===== src/rtl/cal_pkg.sv =====
`timescale 1ns/1ps
package cal_pkg;
   typedef enum logic [1:0] {
      DIR_HOLD  = 2'b00,
      DIR_UP    = 2'b01,
      DIR_DOWN  = 2'b10,
      DIR_HOLD2 = 2'b11
   } cal_dir_e;
endpackage


===== src/rtl/cal_tick_gen.sv =====
`timescale 1ns/1ps
module cal_tick_gen #(
   parameter int PERIOD = 64
) (
   input  logic clk,
   input  logic rst_n,
   output logic tick
);
   localparam int  CW   = (PERIOD > 1) ? $clog2(PERIOD) : 1;
   localparam bit  POW2 = ((PERIOD & (PERIOD - 1)) == 0);

   logic [CW-1:0] cnt_q;

   generate
      if (PERIOD < 2) begin : g_bad_period
         $error("cal_tick_gen: PERIOD must be at least 2");
      end
      if (POW2) begin : g_wrap
         always_ff @(posedge clk) begin
            if (!rst_n) cnt_q <= '0;
            else        cnt_q <= cnt_q + 1'b1;
         end
         assign tick = &cnt_q;
      end else begin : g_cmp
         localparam logic [CW-1:0] LAST = CW'(PERIOD - 1);
         always_ff @(posedge clk) begin
            if (!rst_n)             cnt_q <= '0;
            else if (cnt_q == LAST) cnt_q <= '0;
            else                    cnt_q <= cnt_q + 1'b1;
         end
         assign tick = (cnt_q == LAST);
      end
   endgenerate

   // evaluations are never back to back
   assert_tick_isolated_R1: assert property (@(posedge clk) disable iff (!rst_n)
      tick |=> !tick);
endmodule


===== src/rtl/cal_code_tracker.sv =====
`timescale 1ns/1ps
module cal_code_tracker
   import cal_pkg::*;
#(
   parameter int CODE_W     = 5,
   parameter int RESET_CODE = 16
) (
   input  logic              clk,
   input  logic              rst_n,
   input  logic              tick,
   input  cal_dir_e          dir,
   output logic [CODE_W-1:0] work
);
   localparam logic [CODE_W-1:0] MAXC = '1;
   localparam logic [CODE_W-1:0] MINC = '0;
   localparam logic [CODE_W-1:0] INIT = CODE_W'(RESET_CODE);

   logic [CODE_W-1:0] work_d;

   always_comb begin
      work_d = work;
      if (tick) begin
         unique case (dir)
            DIR_UP:   if (work != MAXC) work_d = work + 1'b1;
            DIR_DOWN: if (work != MINC) work_d = work - 1'b1;
            default:  work_d = work;
         endcase
      end
   end

   always_ff @(posedge clk) begin
      if (!rst_n) work <= INIT;
      else        work <= work_d;
   end

   assert_quiet_between_R2: assert property (@(posedge clk) disable iff (!rst_n)
      !tick |=> $stable(work));
   assert_one_step_R2: assert property (@(posedge clk) disable iff (!rst_n)
      1'b1 |=> (work == $past(work)) || (work == $past(work) + 1'b1)
               || (work == $past(work) - 1'b1));
   assert_no_wrap_top_R3: assert property (@(posedge clk) disable iff (!rst_n)
      (work == MAXC) |=> (work != MINC));
   assert_no_wrap_bottom_R3: assert property (@(posedge clk) disable iff (!rst_n)
      (work == MINC) |=> (work != MAXC));
endmodule


===== src/rtl/cal_apply_gate.sv =====
`timescale 1ns/1ps
module cal_apply_gate #(
   parameter int CODE_W     = 5,
   parameter int RESET_CODE = 16
) (
   input  logic              clk,
   input  logic              rst_n,
   input  logic              out_hiz,
   input  logic [CODE_W-1:0] work,
   output logic [CODE_W-1:0] applied
);
   always_ff @(posedge clk) begin
      if (!rst_n)       applied <= CODE_W'(RESET_CODE);
      else if (out_hiz) applied <= work;
   end

   assert_frozen_when_driving_R5: assert property (@(posedge clk) disable iff (!rst_n)
      !out_hiz |=> $stable(applied));
   assert_follows_in_hiz_R6: assert property (@(posedge clk) disable iff (!rst_n)
      out_hiz |=> (applied == $past(work)));
endmodule


===== src/rtl/cal_lock_detect.sv =====
`timescale 1ns/1ps
module cal_lock_detect #(
   parameter int SETTLE_CYCLES = 4096
) (
   input  logic clk,
   input  logic rst_n,
   input  logic out_hiz,
   output logic calibrated
);
   localparam int SW = $clog2(SETTLE_CYCLES + 1);
   localparam logic [SW-1:0] SETTLE_END = SW'(SETTLE_CYCLES);

   logic [SW-1:0] settle_q;
   logic          hiz_prev_q;
   logic          settled;

   assign settled = (settle_q == SETTLE_END);

   always_ff @(posedge clk) begin
      if (!rst_n) begin
         settle_q   <= '0;
         hiz_prev_q <= 1'b1;
         calibrated <= 1'b0;
      end else begin
         if (!settled) settle_q <= settle_q + 1'b1;
         hiz_prev_q <= out_hiz;
         if (settled && out_hiz && !hiz_prev_q) calibrated <= 1'b1;
      end
   end

   assert_flag_after_settle_R9: assert property (@(posedge clk) disable iff (!rst_n)
      calibrated |-> settled);
   assert_flag_on_float_R7: assert property (@(posedge clk) disable iff (!rst_n)
      $rose(calibrated) |-> $past(out_hiz));
   assert_flag_sticky_R7: assert property (@(posedge clk) disable iff (!rst_n)
      calibrated |=> calibrated);
endmodule


===== src/rtl/drv_cal_stepper.sv =====
`timescale 1ns/1ps
module drv_cal_stepper
   import cal_pkg::*;
#(
   parameter int CODE_W        = 5,
   parameter int EVAL_PERIOD   = 64,
   parameter int SETTLE_CYCLES = 4096,
   parameter int RESET_CODE    = 16
) (
   input  logic              clk,
   input  logic              rst_n,
   input  logic [1:0]        cmp_dir,
   input  logic              out_hiz,
   output logic [CODE_W-1:0] drv_code,
   output logic              calibrated
);
   generate
      if (CODE_W < 2) begin : g_bad_width
         $error("drv_cal_stepper: CODE_W must be at least 2");
      end
      if (RESET_CODE < 0 || RESET_CODE >= (1 << CODE_W)) begin : g_bad_reset
         $error("drv_cal_stepper: RESET_CODE outside code range");
      end
      if (SETTLE_CYCLES < 1) begin : g_bad_settle
         $error("drv_cal_stepper: SETTLE_CYCLES must be positive");
      end
   endgenerate

   logic              eval_tick;
   logic [CODE_W-1:0] work_code;

   cal_tick_gen #(.PERIOD(EVAL_PERIOD)) u_tick (
      .clk  (clk),
      .rst_n(rst_n),
      .tick (eval_tick)
   );

   cal_code_tracker #(.CODE_W(CODE_W), .RESET_CODE(RESET_CODE)) u_track (
      .clk  (clk),
      .rst_n(rst_n),
      .tick (eval_tick),
      .dir  (cal_dir_e'(cmp_dir)),
      .work (work_code)
   );

   cal_apply_gate #(.CODE_W(CODE_W), .RESET_CODE(RESET_CODE)) u_gate (
      .clk    (clk),
      .rst_n  (rst_n),
      .out_hiz(out_hiz),
      .work   (work_code),
      .applied(drv_code)
   );

   cal_lock_detect #(.SETTLE_CYCLES(SETTLE_CYCLES)) u_lock (
      .clk       (clk),
      .rst_n     (rst_n),
      .out_hiz   (out_hiz),
      .calibrated(calibrated)
   );

   assert_reset_state_R8: assert property (@(posedge clk)
      !rst_n |=> (drv_code == CODE_W'(RESET_CODE)) && !calibrated);
endmodule


===== config.mk =====
export PLATFORM = sky130hd
export DESIGN_NAME = drv_cal_stepper
export DESIGN_NICKNAME = d
export VERILOG_FILES = /design/src/rtl/cal_pkg.sv /design/src/rtl/cal_tick_gen.sv /design/src/rtl/cal_code_tracker.sv /design/src/rtl/cal_apply_gate.sv /design/src/rtl/cal_lock_detect.sv /design/src/rtl/drv_cal_stepper.sv
export SDC_FILE = /design/constraint.sdc
export NUM_CORES = 1
export LEC_CHECK = 0
export BUFFER_PORTS_ARGS = -buffer_cell sky130_fd_sc_hd__buf_2
export CAP_MARGIN = 30
export CORE_MARGIN = 4
export CORE_UTILIZATION = 45
export CTS_CLUSTER_SIZE = 40
export DETAILED_ROUTE_END_ITERATION = 7
export SKIP_CTS_REPAIR_TIMING = 1
export SYNTH_ARGS = -nofsm -noshare
export SYNTH_HDL_FRONTEND = slang
export SYNTH_HIERARCHICAL = 1
export SYNTH_SLANG_ARGS = --single-unit

===== constraint.sdc =====
create_clock -name clk -period 2.45 [get_ports clk]
set_input_delay 0.49 -clock clk [delete_from_list [all_inputs] [get_ports clk]]
set_output_delay 0.49 -clock clk [all_outputs]
set_load 0.02 [all_outputs]

==> flow_summary.ini <==
[status]
outcome = finished clean

[cells_and_area]
finalNonFillerCells = 223
layout-drive-gt1-share = 0.1508
area_growth_pct = 10.70
final_nets = 188
antennaDiodeCount = 0

[power]
power.net_switching_uw = 209.0
flop_pwr_share = 0.571
power.static_leakage_nw = 0.6355
internal-power_uw = 704.3
clock_power_share = 0.369
power_per_cell_area_nw_per_um2 = 546.8
power.switching_fraction = 0.2289
irDropWorstVdd_mv = 0.2500
report.power.total_uw = 913.3
power.share.combinational = 0.060

[synth]
post_synth_edffs = 0
post_synth_instance_area_um2 = 1509
syn-instance-count = 163
synth_async_sr_flop_share = 0
synth.area.top_cells = dfxtp_1, mux2i_1, nand2_1, ha_1, a21oi_1
synth_top_area_frac = 0.4113
synth_nets = 173
synthTopCellsByCount = dfxtp_1, nand2_1, a21oi_1, mux2i_1
synth_sequential_area_ratio = 0.4113
area_leader_netlist = dfxtp_1
count_of_warnings_emitted_by_yosys = 6
synthMostInstantiatedCell = dfxtp_1
ff_latch_count_synth = 31
avgSynthCellArea_um2 = 9.257
netlist_cell_types = 41
ys_dominant_reg_cell = dfxtp_1

[worst_setup_path]
critPathRequiredTime_ps = 2720
max_stage_delay_on_crit_path_ps = 530
critical_path.startpoint = u_tick/cnt_q[0]$_SDFF_PN0_
cp_top_family = simple AND/OR/NAND/NOR gates
capturing_point_of_the_worst_reg2reg_path = u_track/work[2]$_SDFFE_PN0P_
cp_num_buf_inv = 0
critical_path_class = flip-flop to flip-flop
cp_num_cells = 6
critical_path.reg2reg.startpoint = u_tick/cnt_q[0]$_SDFF_PN0_
capturing_element_type_of_the_critical_path = flip-flop
worst_path_arrival_ps = 2130
worst-r2r-cell-count = 6
crit_path_cell_trace = ha_1, nand3_1, nor2_1, o311ai_4, or4_1, a21oi_1
critical_path.endpoint = u_track/work[2]$_SDFFE_PN0P_
critical_path.startpoint_type = flip-flop
critical_path_peak_fanout = 6
cpMaxStageDelayCell = or4_1
regToRegSetupSlack_ps = 590

[grt]
global_route.usage.total = 0.1593
globalRoute.totalOverflow = 0
largest_net_degree_at_the_start_of_global_routing = 18
grt_pass1_vias = 1193
grt_pass1_wl_um = 5257
grt_antenna_before_repair = 0

[route]
remaining_drc_errors = 0
drt_pass1_iterations = 4
ant_nets = 0
routed_wire_length_per_instance_um = 12.84
detail_route.iter0.violations = 77
dr_total_vias = 1207
via_per_inst = 5.413
total_wire_length_after_detailed_routing_um = 2863

[die]
dieArea_um2 = 4343
floorplan.initialDensity = 0.4824
die_h_um = 65.91
placementRows = 20
die_w_um = 65.91
core_area_um2 = 3128
ioPinCount = 11

[timing]
timing.final.crit_period_ps = 1864
timing.clock.skew_ps = 7.007
final_critical_path_setup_slack_ps = 586.1
finalHoldViolCount = 0
maxClockFrequency_mhz = 536.5
timing.slew.headroom = 0.7148
setup_viol_count_final = 0
finalCritPeriodShare = 0.7608
fin_tns_setup_ps = 0
worst_pin_slew_ps = 423.9
timing.final.max_slew_violations = 0
timing.hold.ws_ps = 420.7
grt_setup_unrepaired = no

[job]
cap_viol_max_count = 0

[placement]
port_buffer_cells = 10
worst_setup_timing_slack_at_the_placement_stage_ps = 260.2
gp_congestion = 0.8542
placed_cells = 215
dp_hpwl_um = 2117

[clock_tree]
clock_sink_count = 31
tritoncts = yes
clock_insertion_delay_worst_skew_ps = 330
cts-buffers-inserted = 5
reg_clk_slew_reported_paths_ps = 100
clock_tree.buffer_depth = 2
level_count_of_the_clock_h_tree = 2
cts-root-buf = clkbuf_4

[min_path]
holdCritPathClass = flip-flop to flip-flop
==> how the worst min path moves through the flow <==
stage          slack, ps  cells after the start                          from                             end
4_1_cts              420                      1  u_lock/hiz_prev_q$_SDFF_PN1_  u_lock/calibrated$_SDFFE_PN0P_
3_5_place_dp         410                      1  u_lock/hiz_prev_q$_SDFF_PN1_  u_lock/calibrated$_SDFFE_PN0P_
6_report             420                      1  u_lock/hiz_prev_q$_SDFF_PN1_  u_lock/calibrated$_SDFFE_PN0P_
2_1_floorplan        390                      1  u_lock/hiz_prev_q$_SDFF_PN1_  u_lock/calibrated$_SDFFE_PN0P_
5_1_grt              460                      1  u_lock/hiz_prev_q$_SDFF_PN1_  u_lock/calibrated$_SDFFE_PN0P_
3_3_place_gp         400                      1  u_lock/hiz_prev_q$_SDFF_PN1_  u_lock/calibrated$_SDFFE_PN0P_
==> registers in the layout (all words and copies together), names as in the netlist <==
register and cells:
u_track/work 5, u_lock/calibrated 1, u_lock/hiz_prev_q 1, u_tick/cnt_q 6, u_lock/settle_q 13, u_gate/applied 5
==> per-stage QoR <==
step / area (µm²) / utilization
6_report: 1670 / 0.5340
5_1_grt: 1670 / 0.5340
4_1_cts: 1670 / 0.5340
3_5_place_dp: 1602 / 0.5120
2_1_floorplan: 1509 / -
3_3_place_gp: 1602 / 0.5120
==> final cells by class <==
cell class | instances | area [µm²]
clock buffer | 8 | 68.82
multi-input combinational | 121 | 838.3
timing repair buffer | 11 | 57.56
inverter | 8 | 30.03
tap | 44 | 55.05
sequential | 31 | 620.6
fill | 307 | 1458
==> kinds of logic (layout without fill, tap and decap cells) <==
logic type	Yosys count	in the layout	synth area share
compound gates	32	32	0.1484
xor+xnor	7	7	0.04063
fa+ha+maj	5	5	0.04146
buf+inv	11	27	0.03316
flops	31	31	0.4113
mux	11	11	0.07297
simple gates	66	66	0.2521
==> placed cells by master (no fill, tap or decap), types with 3 or more instances in the layout <==
cell type	count
ha_1	5
nand2b_1	3
clkbuf_4	5
nor2b_1	6
or4_1	4
nand2_1	17
inv_1	7
o21ai_0	6
or3_1	4
xor2_1	5
o31ai_1	7
and2_1	4
a21oi_1	11
dfxtp_1	31
nand3_1	6
nor4_1	3
mux2i_1	11
buf_2	10
nor2_1	6
==> metal layers <==
metal  vias to the layer above  track usage  share of wire
li1                        619            -              -
met1                       566       0.1759           0.45
met2                        15       0.2753           0.50
met3                         7      0.04592          0.030
met4                         0      0.08031          0.022
met5                         -            0              0
==> power by group through the flow <==
stage	sequential (mW)	clock, mW	combinational (mW)
global route	0.524	0.380	0.0637
detailed placement	0.533	0	0.0558
CTS	0.522	0.354	0.0559
finish	0.522	0.337	0.0546
global placement	0.533	0	0.0526
floorplan	0.531	0	0.0408
Power figures use the tool's default switching activity.
